## config.mk

```make
export PLATFORM = sky130hd
export DESIGN_NAME = vid_timing_seq
export DESIGN_NICKNAME = d
export VERILOG_FILES = /design/src/rtl/vts_pkg.sv /design/src/rtl/vts_cfg.sv /design/src/rtl/vts_wrapcnt.sv /design/src/rtl/vts_region.sv /design/src/rtl/vts_lp.sv /design/src/rtl/vid_timing_seq.sv
export SDC_FILE = /design/constraint.sdc
export NUM_CORES = 1
export LEC_CHECK = 0
export BUFFER_PORTS_ARGS = -buffer_cell sky130_fd_sc_hd__buf_4
export CELL_PAD_IN_SITES_DETAIL_PLACEMENT = 0
export CELL_PAD_IN_SITES_GLOBAL_PLACEMENT = 2
export CORE_MARGIN = 2
export CORE_UTILIZATION = 39
export CTS_CLUSTER_DIAMETER = 150
export DETAILED_ROUTE_END_ITERATION = 6
export PLACE_DENSITY = 0.86
export SYNTH_ARGS = -nofsm -noshare
export SYNTH_HDL_FRONTEND = slang
export SYNTH_SLANG_ARGS = --single-unit
```

## constraint.sdc

```tcl
create_clock -name clk -period 23.3 [get_ports clk]
set_input_delay 6.99 -clock clk [delete_from_list [all_inputs] [get_ports clk]]
set_output_delay 6.99 -clock clk [all_outputs]
set_load 0.02 [all_outputs]
```

## src/rtl/vts_pkg.sv

```systemverilog
// Shared region codes, mode code and low-power mask bit positions for the
// video timing sequencer. Assumes the codes are decoded by downstream logic.
package vts_pkg;
    typedef enum logic [1:0] {
        RG_SYNC  = 2'd0,
        RG_BACK  = 2'd1,
        RG_ACT   = 2'd2,
        RG_FRONT = 2'd3
    } region_e;

    localparam logic [1:0] MODE_EVENTS = 2'b01;

    localparam int LPB_VSYNC = 0;
    localparam int LPB_VBACK = 1;
    localparam int LPB_VACT  = 2;
    localparam int LPB_VFRNT = 3;
    localparam int LPB_HBACK = 4;
    localparam int LPB_HFRNT = 5;
endpackage

```

## src/rtl/vts_cfg.sv

```systemverilog
// Configuration capture: turns the raw timing inputs into region boundaries
// and wrap limits, and registers them on load. Assumes LTW >= HW + 2.
module vts_cfg #(
    parameter  int HW  = 16,
    parameter  int LTW = 32,
    parameter  int VW  = 10,
    parameter  int VAW = 16,
    localparam int HBW = HW + 2,
    localparam int VBW = ((VW > VAW) ? VW : VAW) + 2
) (
    input  logic           clk,
    input  logic           rst_n,
    input  logic           load,
    input  logic [1:0]     mode,
    input  logic [HW-1:0]  hsa,
    input  logic [HW-1:0]  hbp,
    input  logic [HW-1:0]  hact,
    input  logic [LTW-1:0] hline,
    input  logic [VW-1:0]  vsa,
    input  logic [VW-1:0]  vbp,
    input  logic [VW-1:0]  vfp,
    input  logic [VAW-1:0] vact,
    input  logic [5:0]     lp_mask,
    output logic           ev_q,
    output logic           sync_en_q,
    output logic           err_q,
    output logic [HBW-1:0] hb1_q,
    output logic [HBW-1:0] hb2_q,
    output logic [HBW-1:0] hb3_q,
    output logic [LTW-1:0] hlast_q,
    output logic [VBW-1:0] vb1_q,
    output logic [VBW-1:0] vb2_q,
    output logic [VBW-1:0] vb3_q,
    output logic [VBW-1:0] vlast_q,
    output logic [5:0]     lp_q
);
    import vts_pkg::*;

    logic           ev;
    logic [HBW-1:0] hb1, hb2, hb3;
    logic [LTW-1:0] sum_ext, hlen, hlast;
    logic           over;
    logic [VBW-1:0] vb1, vb2, vb3, vsum, vlast;

    // Derive boundaries and wrap limits from the raw inputs.
    always_comb begin
        ev      = (mode == MODE_EVENTS);
        hb1     = ev ? '0 : HBW'(hsa);
        hb2     = HBW'(hsa) + HBW'(hbp);
        hb3     = hb2 + HBW'(hact);
        sum_ext = LTW'(hb3);
        over    = sum_ext > hline;
        hlen    = over ? sum_ext : hline;
        hlast   = (hlen == '0) ? '0 : hlen - 1'b1;
        vb1     = VBW'(vsa);
        vb2     = vb1 + VBW'(vbp);
        vb3     = vb2 + VBW'(vact);
        vsum    = vb3 + VBW'(vfp);
        vlast   = (vsum == '0) ? '0 : vsum - 1'b1;
    end

    // Hold the derived configuration from one start to the next.
    always_ff @(posedge clk) begin
        if (!rst_n) begin
            ev_q <= 1'b0; sync_en_q <= 1'b0; err_q <= 1'b0;
            hb1_q <= '0; hb2_q <= '0; hb3_q <= '0; hlast_q <= '0;
            vb1_q <= '0; vb2_q <= '0; vb3_q <= '0; vlast_q <= '0;
            lp_q <= '0;
        end else if (load) begin
            ev_q      <= ev;
            sync_en_q <= ev || (hsa != '0);
            err_q     <= over;
            hb1_q     <= hb1;
            hb2_q     <= hb2;
            hb3_q     <= hb3;
            hlast_q   <= hlast;
            vb1_q     <= vb1;
            vb2_q     <= vb2;
            vb3_q     <= vb3;
            vlast_q   <= vlast;
            lp_q      <= lp_mask;
        end
    end
endmodule

```

## src/rtl/vts_wrapcnt.sv

```systemverilog
// Wrapping position counter: counts 0..last while enabled, held at 0 by clr.
// Assumes last is stable while counting.
module vts_wrapcnt #(
    parameter int W = 16
) (
    input  logic         clk,
    input  logic         rst_n,
    input  logic         clr,
    input  logic         en,
    input  logic [W-1:0] last,
    output logic [W-1:0] cnt,
    output logic         wrap
);
    assign wrap = en && (cnt == last);

    // Advance the position, returning to zero after the last value.
    always_ff @(posedge clk) begin
        if (!rst_n || clr)  cnt <= '0;
        else if (wrap)      cnt <= '0;
        else if (en)        cnt <= cnt + 1'b1;
    end
endmodule

```

## src/rtl/vts_region.sv

```systemverilog
// Region decoder: maps a position to one of four ordered regions using three
// ascending boundaries. Assumes b1 <= b2 <= b3.
module vts_region #(
    parameter int W = 16
) (
    input  logic [W-1:0]     cnt,
    input  logic [W-1:0]     b1,
    input  logic [W-1:0]     b2,
    input  logic [W-1:0]     b3,
    output vts_pkg::region_e code
);
    import vts_pkg::*;

    // Pick the first region whose end lies beyond the position.
    always_comb begin
        if      (cnt < b1) code = RG_SYNC;
        else if (cnt < b2) code = RG_BACK;
        else if (cnt < b3) code = RG_ACT;
        else               code = RG_FRONT;
    end
endmodule

```

## src/rtl/vts_lp.sv

```systemverilog
// Low-power permission: combines the current regions with the captured
// per-region enable mask. Assumes the mask bit layout of vts_pkg.
module vts_lp (
    input  logic             run_q,
    input  vts_pkg::region_e hreg,
    input  vts_pkg::region_e vreg,
    input  logic [5:0]       mask,
    output logic             ok
);
    import vts_pkg::*;

    // Select the enable bit(s) that govern the current cycle.
    always_comb begin
        ok = 1'b0;
        if (run_q && hreg != RG_SYNC) begin
            unique case (vreg)
                RG_SYNC:  ok = mask[LPB_VSYNC];
                RG_BACK:  ok = mask[LPB_VBACK];
                RG_FRONT: ok = mask[LPB_VFRNT];
                RG_ACT: begin
                    if (hreg == RG_BACK)       ok = mask[LPB_VACT] & mask[LPB_HBACK];
                    else if (hreg == RG_FRONT) ok = mask[LPB_VACT] & mask[LPB_HFRNT];
                    else                       ok = 1'b0;
                end
                default:  ok = 1'b0;
            endcase
        end
    end
endmodule

```

## src/rtl/vid_timing_seq.sv

```systemverilog
// Video-mode line/frame sequencer top: captures configuration when run is
// first seen high, then walks horizontal positions in byte-clock cycles and
// vertical positions in lines, reporting regions, strobes and low-power
// permission. Assumes the clock is the link byte clock.
module vid_timing_seq #(
    parameter  int HW  = 16,
    parameter  int LTW = 32,
    parameter  int VW  = 10,
    parameter  int VAW = 16,
    localparam int HBW = HW + 2,
    localparam int VBW = ((VW > VAW) ? VW : VAW) + 2
) (
    input  logic           clk,
    input  logic           rst_n,
    input  logic           run,
    input  logic [1:0]     cfg_mode,
    input  logic [HW-1:0]  cfg_hsync_cyc,
    input  logic [HW-1:0]  cfg_hback_cyc,
    input  logic [HW-1:0]  cfg_hact_cyc,
    input  logic [LTW-1:0] cfg_line_cyc,
    input  logic [VW-1:0]  cfg_vsync_ln,
    input  logic [VW-1:0]  cfg_vback_ln,
    input  logic [VW-1:0]  cfg_vfront_ln,
    input  logic [VAW-1:0] cfg_vact_ln,
    input  logic [5:0]     cfg_lp_mask,
    output logic           active,
    output logic [1:0]     h_region,
    output logic [1:0]     v_region,
    output logic           line_start,
    output logic           frame_start,
    output logic           sync_start,
    output logic           lp_ok,
    output logic           cfg_err
);
    import vts_pkg::*;

    logic           running, start;
    logic           ev_q, sync_en_q;
    logic [HBW-1:0] hb1_q, hb2_q, hb3_q;
    logic [LTW-1:0] hlast_q, hcnt;
    logic [VBW-1:0] vb1_q, vb2_q, vb3_q, vlast_q, vcnt;
    logic [5:0]     lp_q;
    logic           hwrap, vwrap;
    region_e        hcode, vcode;
    logic           lp_raw;

    // Track the run control; a start is run high while still idle.
    always_ff @(posedge clk) begin
        if (!rst_n) running <= 1'b0;
        else        running <= run;
    end
    assign start = run && !running;

    vts_cfg #(.HW(HW), .LTW(LTW), .VW(VW), .VAW(VAW)) u_cfg (
        .clk(clk), .rst_n(rst_n), .load(start), .mode(cfg_mode),
        .hsa(cfg_hsync_cyc), .hbp(cfg_hback_cyc), .hact(cfg_hact_cyc),
        .hline(cfg_line_cyc), .vsa(cfg_vsync_ln), .vbp(cfg_vback_ln),
        .vfp(cfg_vfront_ln), .vact(cfg_vact_ln), .lp_mask(cfg_lp_mask),
        .ev_q(ev_q), .sync_en_q(sync_en_q), .err_q(cfg_err),
        .hb1_q(hb1_q), .hb2_q(hb2_q), .hb3_q(hb3_q), .hlast_q(hlast_q),
        .vb1_q(vb1_q), .vb2_q(vb2_q), .vb3_q(vb3_q), .vlast_q(vlast_q),
        .lp_q(lp_q)
    );

    vts_wrapcnt #(.W(LTW)) u_hcnt (
        .clk(clk), .rst_n(rst_n), .clr(!running), .en(running),
        .last(hlast_q), .cnt(hcnt), .wrap(hwrap)
    );

    vts_wrapcnt #(.W(VBW)) u_vcnt (
        .clk(clk), .rst_n(rst_n), .clr(!running), .en(hwrap),
        .last(vlast_q), .cnt(vcnt), .wrap(vwrap)
    );

    vts_region #(.W(LTW)) u_hreg (
        .cnt(hcnt), .b1(LTW'(hb1_q)), .b2(LTW'(hb2_q)), .b3(LTW'(hb3_q)),
        .code(hcode)
    );

    vts_region #(.W(VBW)) u_vreg (
        .cnt(vcnt), .b1(vb1_q), .b2(vb2_q), .b3(vb3_q), .code(vcode)
    );

    vts_lp u_lp (
        .run_q(running), .hreg(hcode), .vreg(vcode), .mask(lp_q), .ok(lp_raw)
    );

    // Gate every output with the running state.
    always_comb begin
        active      = running;
        h_region    = running ? hcode : 2'd0;
        v_region    = running ? vcode : 2'd0;
        line_start  = running && (hcnt == '0);
        frame_start = line_start && (vcnt == '0);
        sync_start  = line_start && sync_en_q;
        lp_ok       = lp_raw;
    end
endmodule

```

**Word-level counts from Yosys, hierarchy flattened**

Cells that the tools add are included.

- Register bits: 209
- Bits of input ports: 137
- Output and inout bits: 10
- Logic and storage cells: 76

- $add $sub $neg: 9
- Magnitude comparators: 7
- Equality and inequality tests: 8
- Muxes and demuxes: 16
- Bitwise logic cells: 2
- Reductions and logical operators: 20

Operator list:

| cell | number |
|---|---|
| < comparator 32 x 18 -> 1 bit | 3 |
| zero test 32 bit | 2 |
| 2-to-1 mux 32 bit | 2 |
| adder 18 x 16 -> 18 bit | 2 |
| zero test 18 bit | 2 |
| < comparator 18 bit | 2 |
| adder 32 x 1 -> 32 bit, second input constant | 1 |
| == test 32 bit | 1 |
| greater-than comparator 18 x 32 -> 1 bit | 1 |
| subtractor 32 x 1 -> 32 bit, second input constant | 1 |
| adder 18 x 1 -> 18 bit, second input constant | 1 |
| adder 18 x 10 -> 18 bit | 1 |
| == test 18 bit | 1 |
| < comparator 18 x 10 -> 1 bit | 1 |
| 2-to-1 mux 18 bit | 1 |
| subtractor 18 x 1 -> 18 bit, second input constant | 1 |
| adder 16 x 16 -> 17 bit | 1 |
| 2-to-1 mux 16 bit | 1 |
| nonzero test 16 bit | 1 |
| 2-to-1 mux 2 bit | 6 |
| adder 10 x 10 -> 11 bit | 1 |
| logical AND 1 bit | 7 |
| == test 2 x 1 -> 1 bit, second input constant | 3 |
| == test 2 bit, second input constant | 3 |
| other kinds (8) | 16 |

**Longest topological paths before layout**

Gate-level depths: netlist of the first run.

- Depth in word-level cells: 9
- Depth in mapped cells: 40
- Gate-level depth less buffers: 36

**Hierarchy**

From an unflattened synthesis of the first run, not the netlist that was laid out.

- Cells, all modules: 2130
- Area total of the unflattened synthesis: 17317.9 µm²

By module, submodules not included:

| module | times used | cells each | area an instance (µm²) | seq. area each (µm²) |
|---|---|---|---|---|
| vts_cfg | 1 | 1276 | 10616.4 | 2962.8 |
| vts_region at u_hreg | 1 | 324 | 2322.2 | 0.0 |
| vts_wrapcnt at u_hcnt | 1 | 203 | 1799.2 | 640.6 |
| vts_region at u_vreg | 1 | 174 | 1258.7 | 0.0 |
| vts_wrapcnt at u_vcnt | 1 | 113 | 991.0 | 360.3 |
| vid_timing_seq | 1 | 32 | 274.0 | 20.0 |
| vts_lp | 1 | 8 | 56.3 | 0.0 |

**Least setup slack after synthesis of the first run**

OpenSTA, ideal clock, no wires.

- Path type: input to register
- Start point: input cfg_hsync_cyc[1]
- End point: register u_cfg.hlast_q[10]
- Library setup time: 0.118 ns
- Data arrival time: 14.729 ns
- Data required time: 23.182 ns
- Slack: 8.452 ns
- Cell stages on the path: 38
- Path buffers: 5
- Path through: ha_1 > a21o_1 > a21oi_1 > o21bai_1 > a21o_1 > a21oi_1 > o21ai_0 > o41ai_1 > o21bai_1 > a21oi_1 > xnor2_1 > ha_1 > and3_1 > and2_1 > a31o_2 > xor2_1 > ha_1 > a211o_1 > (+2 left out) > a2111oi_1 > or2_1 > buf_2 > buf_1 > clkbuf_1 > clkbuf_1 > nor2_1 > a21oi_1 > ha_1 > nand2_1 > nor4_1 > nand4b_1 > o41a_1 > nor2_1 > a21oi_1 > clkbuf_1 > a22oi_1 > nor2b_1

- Cells in the longest elaborated chain, start to end: 6
- Elaborated cells between the ends (all ways): 7

RTL lines:

| element | line | text |
|---|---|---|
| start: declaration | vid_timing_seq.sv:17 | `input logic [HW-1:0] cfg_hsync_cyc,` |
| adder 16 x 16 -> 17 bit (*) | vts_cfg.sv:49 | `hb2 = HBW'(hsa) + HBW'(hbp);` |
| net u_cfg.hb2[13] | vts_cfg.sv:40 | `logic [HBW-1:0] hb1, hb2, hb3;` |
| adder 18 x 16 -> 18 bit (*) | vts_cfg.sv:50 | `hb3 = hb2 + HBW'(hact);` |
| net u_cfg.hb3[15] | vts_cfg.sv:40 |  |
| greater-than comparator 18 x 32 -> 1 bit | vts_cfg.sv:52 | `over = sum_ext > hline;` |
| 2-to-1 mux 32 bit (*) | vts_cfg.sv:53 | `hlen = over ? sum_ext : hline;` |
| subtractor 32 x 1 -> 32 bit or zero test 32 bit (tied branches) | vts_cfg.sv:54 | `hlast = (hlen == '0) ? '0 : hlen - 1'b1;` |
| 2-to-1 mux 32 bit (*) | vts_cfg.sv:54 |  |
| end signal: assignment | vts_cfg.sv:76 | `hlast_q <= hlast;` |
| end: declaration | vts_cfg.sv:30 | `output logic [LTW-1:0] hlast_q,` |

The timed path passes the listed nets; every way through them passes the cells marked *.
A chain may end at the register's enable or synchronous reset.

**Worst setup path after layout of the first run**

- Start point: input cfg_hsync_cyc[1]
- End point: register u_cfg.hlast_q[9]

The elaborated chain is that of the path after synthesis.

==> metrics.log, run 1 <==
INFO  metric fmax = 65.2 MHz
INFO  metric rrSetupSlack = 20.08 ns
INFO  metric n_antenna_cell = 0
INFO  metric rows = 72
INFO  metric status = finished, final reports clean
INFO  metric synthesis.area = 15100 sq um
INFO  metric finalSetupViolations = 0
INFO  metric cts-buffers-inserted = 17
INFO  metric power-per-cell-area = 69.2 nW/um^2
INFO  metric tritoncts_num_sinks = 198
INFO  metric initial_utilization = 39.4%
INFO  metric core_region_area = 38500 sq um
INFO  metric buffering_stage_count_on_the_worst_path_with_inverters_included = 2
INFO  metric cts_repair_resize_count = 0
INFO  metric synth.avg_cell_area = 7.88 sq um
INFO  metric start_kind = input port
INFO  metric total_of_max_cap_violations = 0
INFO  metric grt.overflow.total = 0
INFO  metric post_cts.repair.setup_buffers = 0
INFO  metric drcViolationCount = 0
INFO  metric area_taken_by_flip_flops_and_latches = 3960 sq um
INFO  metric gr-usage-all-layers = 22.9%
INFO  metric critical-path-slowest-cell = xnor2_1
INFO  metric ant_nets = 0
INFO  metric groute.layer.met3.usage = 3.25%
INFO  metric ys_dominant_reg_cell = dfxtp_1
INFO  metric setup.worst_path.end_class = register
INFO  metric layout-drive-gt1-share = 10.7%
INFO  metric synthArstFlopShare = 0%
INFO  metric synth_most_common_cell = nand2_1
INFO  metric synth.distinct_cells = 81
INFO  metric finalCritPeriodShare = 65.8%
INFO  metric wire_length_per_cell = 18.1 um
INFO  metric crit_arrival = 15.67 ns
INFO  metric fin_clk_skew = 0.0113 ns
INFO  metric slew_margin_rel = 33.3%
INFO  metric tritoncts = yes
INFO  metric critPathMaxFanout = 34
INFO  metric timing.final.hold_violations = 0
INFO  metric iteration_count_of_the_initial_detailed_routing_pass = 5
INFO  metric place.detailed.instances = 2537
INFO  metric worst_ep_required_time = 23.64 ns
INFO  metric num_vias = 13.7k
INFO  metric rd_place_congestion = 0.859
INFO  metric synth-edff-count = 0
INFO  metric rsz_0062_raised_after_global_routing = no
INFO  metric final_cells = 2569
INFO  metric tightest_slew = 0.993 ns
INFO  metric synth_warnings = 0
INFO  metric detailedRoute.firstIterationViolations = 851
INFO  metric worst_path_largest_cell_delay = 0.73 ns
INFO  metric die_span_y = 201 um
INFO  metric dominant_cell_type_by_area_after_synthesis = dfxtp_1
INFO  metric synth.ff_latch_count = 198
INFO  metric postSynthNetCount = 2235
INFO  metric io-pin-count = 147
INFO  metric final_design_utilization = 45.2%
INFO  metric grt_max_degree = 72
INFO  metric port_bufs = 146
INFO  metric path_common_cell = a21oi_1
INFO  metric use_met1 = 34.4%
INFO  metric grt_util_met2 = 34.5%
INFO  metric layout.nets = 2352
INFO  metric min_period = 15.33 ns
INFO  metric clk_root_buffer_cell = clkbuf_16
INFO  metric synth_cells = 1921
INFO  metric maxSlewViolCount = 0
INFO  metric wire_length_of_the_first_global_routing_pass = 73.5 mm
INFO  metric fp.dieArea = 40400 sq um
INFO  metric cts_h_tree_lvls = 4
INFO  metric chipWidth = 201 um
INFO  metric synth_top_cell_area_share = 26.2%
INFO  metric cp_top_family = compound AO/OA/AOI/OAI gates
INFO  metric timing.setup.tns = 0 ns
INFO  metric multi_input_comb_area = 10400 sq um
INFO  metric synthToLayoutAreaGrowth = 14.7%
INFO  metric synth_top_cells_by_area = dfxtp_1, ha_1, xnor2_1
INFO  metric power.leakage = 7.31 nW
INFO  metric nFillCells = 3941
INFO  metric ir_drop = 0.0326 mV
INFO  metric clock_latency = 0.45 ns
INFO  metric grt_antenna_before_repair = 0
INFO  metric netlist_top_cells_count = nand2_1, dfxtp_1, ha_1, inv_1, nor2_1
INFO  metric gr-max-usage-layer = met2
INFO  metric worstSetupPathType = input port to register
INFO  metric grt_pass1_vias = 13.3k
INFO  metric synth.yosys.seq_area_share = 26.2%
INFO  metric totalWireLength = 46.4 mm
INFO  metric cts_buffer_depth = 2
INFO  metric worst_hold_check_path_type = register to register
INFO  metric path_clk_slew = 0.08 ns
INFO  metric post_drt_via_cell_ratio = 5.32
INFO  metric hold_bufs_at_cts = 0
INFO  metric detailedPlacementHpwl = 36.0 mm
sequential cells by signal (all words and copies together), names as in the netlist, 16 cells and up:
register	flops
u_cfg.vb3_q	17
u_cfg.hlast_q	32
u_cfg.vlast_q	18
u_cfg.hb2_q	17
u_vcnt.cnt	18
u_hcnt.cnt	32
u_cfg.hb3_q	18
u_cfg.hb1_q	16
worst register-to-register path: cells and delay by family, from the launching register on:
family,cells,cell delay [ns]
AND/OR/NAND/NOR,8,1.89
flip-flops,1,0.65
XOR/XNOR,1,0.24
buffers and inverters,1,0.22
AO/OA/AOI/OAI,1,0.14
final cells by class:
type,instances,share of cell area [%]
clock inverters,15,1.01
well taps,518,3.73
multi-input cells,1503,59.7
clock buffers,17,2.45
repair buffers,160,6.92
inverters,158,3.41
flip-flops and latches,198,22.8
logic make-up (layout without fill, tap and decap cells):
logic type                 count (synthesis)  in the layout  share of synthesized area (%)
AOI/OAI and AO/OA                        441            441                           19.9
DFF                                      198            198                           26.2
adders and majority gates                177            177                           14.9
xor gates and xnor gates                 190            190                           11.0
buffers and inverters                    220            350                           5.50
and+or+nand+nor                          685            685                           21.8
muxes                                     10             10                          0.669
per-layer routing:
| metal | part of all wire [%] | vias up |
|---|---|---|
| met2 | 42 | 290 |
| met3 | 4.8 | 41 |
| met4 | 1.3 | 0 |
| met1 | 52 | 6421 |
| met5 | 0 | - |
| li1 | - | 6924 |
where the power goes:
group	leakage [nW]	internal, W	switching, W
Combinational	5.40	0.000204	0.000307
Sequential	1.62	0.000365	0.0000151
Clock	0.294	0.000155	0.000155
Total	7.31	0.000724	0.000477
per-stage QoR:
step                      hold slack, ns  setup WS, ns  power [W]  instance area [sq um]
after floorplan                    0.425          8.45   0.000742                  15100
after global placement             0.446          7.72   0.000888                  16800
after detailed placement           0.451          7.55   0.000893                  16800
after CTS                          0.462          8.00    0.00121                  17400
after global routing               0.474          7.08    0.00128                  17400
final                              0.460          7.97    0.00120                  17400
cell usage in the layout (no fill, tap or decap), drive strengths merged, types with 17 or more instances in the layout:
cell type	Yosys	final
a21oi	79	79
xnor2	116	116
o21a	19	19
nor2b	48	48
ha	172	172
buf	8	160
o21ai	97	97
a22oi	28	28
xor2	74	74
dfxtp	198	198
nor2	138	138
nand3	37	37
nor3	35	35
inv	158	167
nor4	32	32
a21o	46	46
clkbuf	54	17
and3	34	34
nand2b	28	28
nand4	29	29
nand2	249	249
a21boi	61	61
final timing paths:
| kind | depth (start not counted) | endpoint | start |
|---|---|---|---|
| min | 2 | u_cfg.lp_q[3] | u_cfg.lp_q[3] |
| max | 36 | u_cfg.hlast_q[9] | cfg_hsync_cyc[1] |
| max reg2reg | 11 | u_vcnt.cnt[16] | u_hcnt.cnt[3] |
| min reg2reg | 2 | u_cfg.lp_q[3] | u_cfg.lp_q[3] |
Note: power is estimated with default switching activity, not from simulation.
==> run 2: changes to the inputs <==
--- a/config.mk
+++ b/config.mk
@@ -9,10 +9,10 @@
 export CELL_PAD_IN_SITES_DETAIL_PLACEMENT = 0
 export CELL_PAD_IN_SITES_GLOBAL_PLACEMENT = 2
 export CORE_MARGIN = 2
-export CORE_UTILIZATION = 39
+export CORE_UTILIZATION = 33
 export CTS_CLUSTER_DIAMETER = 150
 export DETAILED_ROUTE_END_ITERATION = 6
-export PLACE_DENSITY = 0.86
+export PLACE_DENSITY = 0.78
 export SYNTH_ARGS = -nofsm -noshare
 export SYNTH_HDL_FRONTEND = slang
 export SYNTH_SLANG_ARGS = --single-unit
==> constraint.sdc (replaced) <==
create_clock -name clk -period 12.62 [get_ports clk]
set_input_delay 3.786 -clock clk [delete_from_list [all_inputs] [get_ports clk]]
set_output_delay 3.786 -clock clk [all_outputs]
set_load 0.02 [all_outputs]
==> metrics.log, run 2 (same netlist as run 1, synthesis figures left out) <==
INFO  metric status = finished, final reports clean
INFO  metric crit_arrival = 12.18 ns
INFO  metric buffering_stage_count_on_the_worst_path_with_inverters_included = 2
INFO  metric slew_margin_rel = 23.2%
INFO  metric port_bufs = 146
INFO  metric io-pin-count = 147
INFO  metric fin_clk_skew = 0.0154 ns
INFO  metric largestRegisters = u_cfg.hlast_q: 32 flops, u_hcnt.cnt: 32 flops
INFO  metric timing.setup.tns = 0 ns
INFO  metric layout_commonest_cell = nand2_1
INFO  metric wire_length_per_cell = 18.1 um
INFO  metric wire_length_of_the_first_global_routing_pass = 74.9 mm
INFO  metric clk_root_buffer_cell = clkbuf_16
INFO  metric rows = 78
INFO  metric hold_bufs_at_cts = 0
INFO  metric cts-buffers-inserted = 17
INFO  metric worst_path_largest_cell_delay = 0.53 ns
INFO  metric synthToLayoutAreaGrowth = 15.5%
INFO  metric path_clk_slew = 0.08 ns
INFO  metric cp_top_family = compound AO/OA/AOI/OAI gates
INFO  metric num_vias = 13.6k
INFO  metric nFillCells = 4740
INFO  metric clock_latency = 0.47 ns
INFO  metric detailedPlacementHpwl = 37.6 mm
INFO  metric die_span_y = 218 um
INFO  metric swShare = 40.4%
INFO  metric tritoncts = yes
INFO  metric clock_power_share = 25.6%
INFO  metric finalCritPeriodShare = 93.7%
INFO  metric tritoncts_num_sinks = 198
INFO  metric rsz_0062_raised_after_global_routing = no
INFO  metric path_common_cell = a21oi_1
INFO  metric ir_drop = 0.111 mV
INFO  metric post_drt_via_cell_ratio = 5.13
INFO  metric worst_hold_check_path_type = register to register
INFO  metric power_report.internal_total = 0.00133 W
INFO  metric maxSlewViolCount = 0
INFO  metric grt_max_degree = 76
INFO  metric worstSetupPathType = input port to register
INFO  metric post_cts.repair.setup_buffers = 0
INFO  metric tightest_slew = 1.15 ns
INFO  metric grt_antenna_before_repair = 0
INFO  metric ant_nets = 0
INFO  metric switchingPower = 0.000901 W
INFO  metric chipWidth = 218 um
INFO  metric core_region_area = 45400 sq um
INFO  metric total_of_max_cap_violations = 0
INFO  metric setup.worst_path.end_class = register
INFO  metric layout-drive-gt1-share = 10.8%
INFO  metric hold_start = u_cfg.vlast_q[12]
INFO  metric cts_h_tree_lvls = 4
INFO  metric logic_pwr_share = 42.9%
INFO  metric p_seq_share = 31.5%
INFO  metric critPathMaxFanout = 13
INFO  metric critical-path-slowest-cell = o41ai_1
INFO  metric final_cells = 2653
INFO  metric layout.nets = 2353
INFO  metric initial_utilization = 33.4%
INFO  metric timing.final.hold_violations = 0
INFO  metric min_period = 11.83 ns
INFO  metric drcViolationCount = 0
INFO  metric gr-usage-all-layers = 20.3%
INFO  metric fmax = 84.6 MHz
INFO  metric grt.overflow.total = 0
INFO  metric crit_path_launch = cfg_hsync_cyc[1]
INFO  metric totalWireLength = 47.9 mm
INFO  metric rd_place_congestion = 0.855
INFO  metric fp.dieArea = 47600 sq um
INFO  metric worst_r2r_startpoint = u_hcnt.cnt[3]
INFO  metric iteration_count_of_the_initial_detailed_routing_pass = 6
INFO  metric layout.cells.most_common_list = nand2_1, dfxtp_1, ha_1, buf_4, inv_1
INFO  metric power.leakage = 7.32 nW
INFO  metric worst_ep_required_time = 12.98 ns
INFO  metric power-per-cell-area = 127 nW/um^2
INFO  metric grt_pass1_vias = 13.1k
INFO  metric detailedRoute.firstIterationViolations = 855
INFO  metric place.detailed.instances = 2620
INFO  metric start_kind = input port
INFO  metric finalSetupViolations = 0
INFO  metric cts_buffer_depth = 2
-- run 2: changes by cell type in the layout (fill, tap and decap cells not counted), sizes merged --
cell and change:
clkinv +1, inv -1, bufinv -1, clkinvlp +1
buf +1, diode +1
-- run 2: path summary, 6_finish.rpt --
path,end,slack (ns),depth (start not counted)
worst max register to register,u_vcnt.cnt[16],9.35,11
worst min register to register,u_cfg.vlast_q[12],0.46,2
worst min-delay path,u_cfg.vlast_q[12],0.46,2
worst max-delay path,u_cfg.hlast_q[2],0.79,35
-- run 2: routing by layer --
layer | vias to the layer above | track usage, % | part of all wire [%]
li1 | 6927 | - | -
met1 | 6381 | 30.2 | 52
met2 | 264 | 30.8 | 43
met3 | 32 | 2.85 | 3.7
met4 | 0 | 4.49 | 1.2
met5 | - | 0 | 0
-- run 2: power groups by stage --
stage,logic (W),clock network (W),registers [W]
floorplan,0.000661,0,0.000708
global placement,0.000938,0,0.000716
detailed placement,0.000944,0,0.000717
CTS,0.000950,0.000585,0.000703
global route,0.00106,0.000611,0.000709
finish,0.000956,0.000570,0.000702
-- run 2: stage by stage --
step                setup WS [ns]  utilization [%]  hold WS [ns]  total power (W)  instance area [sq um]
floorplan                   0.976                -         0.425          0.00137                  15100
global placement            0.602             37.2         0.448          0.00165                  16900
detailed placement          0.368             37.2         0.455          0.00166                  16900
CTS                         0.823             38.5         0.466          0.00224                  17500
global route               0.0724             38.5         0.480          0.00238                  17500
finish                      0.794             38.5         0.463          0.00223                  17500
-- run 2: timing repair --
item	4_1_cts	5_1_grt
endpoints found under the setup margin	0	2
hold endpoints to repair	0	0
resized for setup	0	1
-- run 2: layout make-up --
cell class                 count  area (sq um)  share of cell area (%)
antenna                        1          2.50                  0.0143
clock buffer                  17           425                    2.43
clock inverter                15           181                    1.04
inverter                     158           593                    3.39
multi-input combinational   1503         10400                    59.3
sequential                   198          3960                    22.7
tap                          600           751                    4.29
timing repair buffer         161          1210                    6.91
-- run 2: worst reg2reg max path: cells and delay by family, from the launching register on --
| kind | cells | cell delay [ns] |
|---|---|---|
| buf+inv | 1 | 0.22 |
| xor+xnor | 1 | 0.25 |
| simple gates | 8 | 1.93 |
| flops | 1 | 0.66 |
| compound gates | 1 | 0.14 |
==> run 3: changes to the inputs <==
--- a/config.mk
+++ b/config.mk
@@ -13,6 +13,8 @@
 export CTS_CLUSTER_DIAMETER = 150
 export DETAILED_ROUTE_END_ITERATION = 6
 export PLACE_DENSITY = 0.78
+export RECOVER_POWER = 50
+export REMOVE_ABC_BUFFERS = 1
 export SYNTH_ARGS = -nofsm -noshare
 export SYNTH_HDL_FRONTEND = slang
 export SYNTH_SLANG_ARGS = --single-unit
==> metrics.log, run 3 (same netlist as run 1, synthesis figures left out) <==
INFO  metric layout-drive-gt1-share = 10.5%
INFO  metric slew_margin_rel = -36.0%
INFO  metric power.leakage = 7.32 nW
INFO  metric switchingPower = 0.000880 W
INFO  metric detailedRoute.firstIterationViolations = 744
INFO  metric total_of_max_cap_violations = 1
INFO  metric cts_buffer_depth = 2
INFO  metric worst_ep_required_time = 12.98 ns
INFO  metric wire_length_per_cell = 18.0 um
INFO  metric placedInstanceArea = 16900 sq um
INFO  metric ir_drop = 0.0768 mV
INFO  metric tritoncts = yes
INFO  metric fin_clk_skew = 0.0185 ns
INFO  metric rsz_0062_raised_after_global_routing = no
INFO  metric detailedPlacementHpwl = 37.1 mm
INFO  metric initial_utilization = 33.4%
INFO  metric fp.dieArea = 47600 sq um
INFO  metric grt_pass1_vias = 13.2k
INFO  metric hold_bufs_at_cts = 0
INFO  metric clk_root_buffer_cell = clkbuf_16
INFO  metric wire_length_of_the_first_global_routing_pass = 75.1 mm
INFO  metric io-pin-count = 147
INFO  metric power_report.internal_total = 0.00134 W
INFO  metric fmax = 84.1 MHz
INFO  metric rows = 78
INFO  metric tightest_slew = 2.04 ns
INFO  metric layout_commonest_cell = nand2_1
INFO  metric start_kind = input port
INFO  metric cts-buffers-inserted = 17
INFO  metric failed_checks = max-capacitance violations, max-slew violations
INFO  metric status = complete, but fails checks
INFO  metric clock_latency = 0.48 ns
INFO  metric timing.setup.tns = 0 ns
INFO  metric die_span_y = 218 um
INFO  metric grt_antenna_before_repair = 0
INFO  metric num_vias = 13.6k
INFO  metric finalSetupViolations = 0
INFO  metric setup.worst_path.end_class = register
INFO  metric p_seq_share = 31.6%
INFO  metric n_antenna_cell = 0
INFO  metric synthToLayoutAreaGrowth = 15.6%
INFO  metric swShare = 39.6%
INFO  metric totalWireLength = 47.9 mm
INFO  metric tritoncts_num_sinks = 198
INFO  metric logic_pwr_share = 41.7%
INFO  metric post_drt_via_cell_ratio = 5.12
INFO  metric rd_place_congestion = 0.847
INFO  metric worst_path_largest_cell_delay = 0.52 ns
INFO  metric cts_repair_resize_count = 0
INFO  metric ant_nets = 0
INFO  metric cts_h_tree_lvls = 4
INFO  metric path_common_cell = a21oi_1
INFO  metric layout.cells.most_common_list = nand2_1, dfxtp_1, ha_1, inv_1, buf_4
INFO  metric buffering_stage_count_on_the_worst_path_with_inverters_included = 2
INFO  metric grt_max_degree = 72
INFO  metric maxSlewViolCount = 44
INFO  metric gr-usage-all-layers = 20.4%
INFO  metric crit_arrival = 12.26 ns
INFO  metric critical-path-slowest-cell = a2111oi_1
INFO  metric critPathMaxFanout = 13
INFO  metric path_clk_slew = 0.08 ns
INFO  metric drcViolationCount = 0
INFO  metric largestRegisters = u_cfg.hlast_q: 32 flops, u_hcnt.cnt: 32 flops
INFO  metric chipWidth = 218 um
INFO  metric port_bufs = 146
INFO  metric worstSetupPathType = input port to register
INFO  metric min_period = 11.89 ns
INFO  metric timing.final.hold_violations = 0
INFO  metric layout.nets = 2355
INFO  metric power-per-cell-area = 127 nW/um^2
INFO  metric grt.overflow.total = 0
INFO  metric iteration_count_of_the_initial_detailed_routing_pass = 5
INFO  metric post_cts.repair.setup_buffers = 0
INFO  metric core_region_area = 45400 sq um
INFO  metric finalCritPeriodShare = 94.2%
INFO  metric final_area = 17500 sq um
INFO  metric cp_top_family = compound AO/OA/AOI/OAI gates
INFO  metric clock_power_share = 26.7%
INFO  metric worst_hold_check_path_type = register to register
-- run 3: power groups by stage --
stage          Combinational (W)  Sequential, W  Clock, W
5_1_grt                  0.00104       0.000707  0.000633
6_report                0.000925       0.000701  0.000593
4_1_cts                 0.000928       0.000702  0.000609
3_5_place_dp            0.000920       0.000716         0
2_1_floorplan           0.000654       0.000709         0
3_3_place_gp            0.000916       0.000716         0
-- run 3: stage by stage --
step           util, %  worst slack (ns)  power, W  instances  hold WS (ns)
2_1_floorplan        -              1.20   0.00136       1859         0.425
3_3_place_gp      37.2             0.452   0.00163       2622         0.447
3_5_place_dp      37.2             0.222   0.00164       2622         0.453
4_1_cts           38.6             0.671   0.00224       2654         0.465
5_1_grt           38.6           0.00591   0.00238       2654         0.485
6_report          38.6             0.727   0.00222       2654         0.462
-- run 3: path summary, 6_finish.rpt --
| check | start | to | slack (ns) | cells past startpoint |
|---|---|---|---|---|
| hold / removal | u_cfg.vlast_q[12] | u_cfg.vlast_q[12] | 0.46 | 2 |
| hold reg to reg | u_cfg.vlast_q[12] | u_cfg.vlast_q[12] | 0.46 | 2 |
| setup reg to reg | active | u_cfg.sync_en_q | 9.07 | 8 |
| setup / recovery | cfg_hsync_cyc[1] | u_cfg.hlast_q[11] | 0.73 | 35 |
-- run 3: layout make-up --
class                           count  area, sq um
Inverter                          158          593
Tap cell                          600          751
Timing Repair Buffer              163         1200
Fill cell                        4780        27900
Clock inverter                     15          208
Clock buffer                       17          425
Sequential cell                   198         3960
Multi-Input combinational cell   1503        10400
-- run 3: worst reg2reg max path, cell delays in order, from the launching register on --
cell and delay (ns):
dfxtp_1 0.30, clkbuf_1 0.35, nand2b_4 0.65, buf_4 0.57
a21oi_1 0.23, clkbuf_1 0.71, nand3_1 0.28, nor2_1 0.29
nor2_1 0.06
-- run 3: metal layers --
metal | vias to the layer above | global-route usage [%] | part of all wire, %
li1 | 6923 | - | -
met1 | 6325 | 30.6 | 52
met2 | 304 | 30.2 | 42
met3 | 30 | 3.42 | 5.7
met4 | 0 | 4.15 | 1.1
met5 | - | 0 | 0
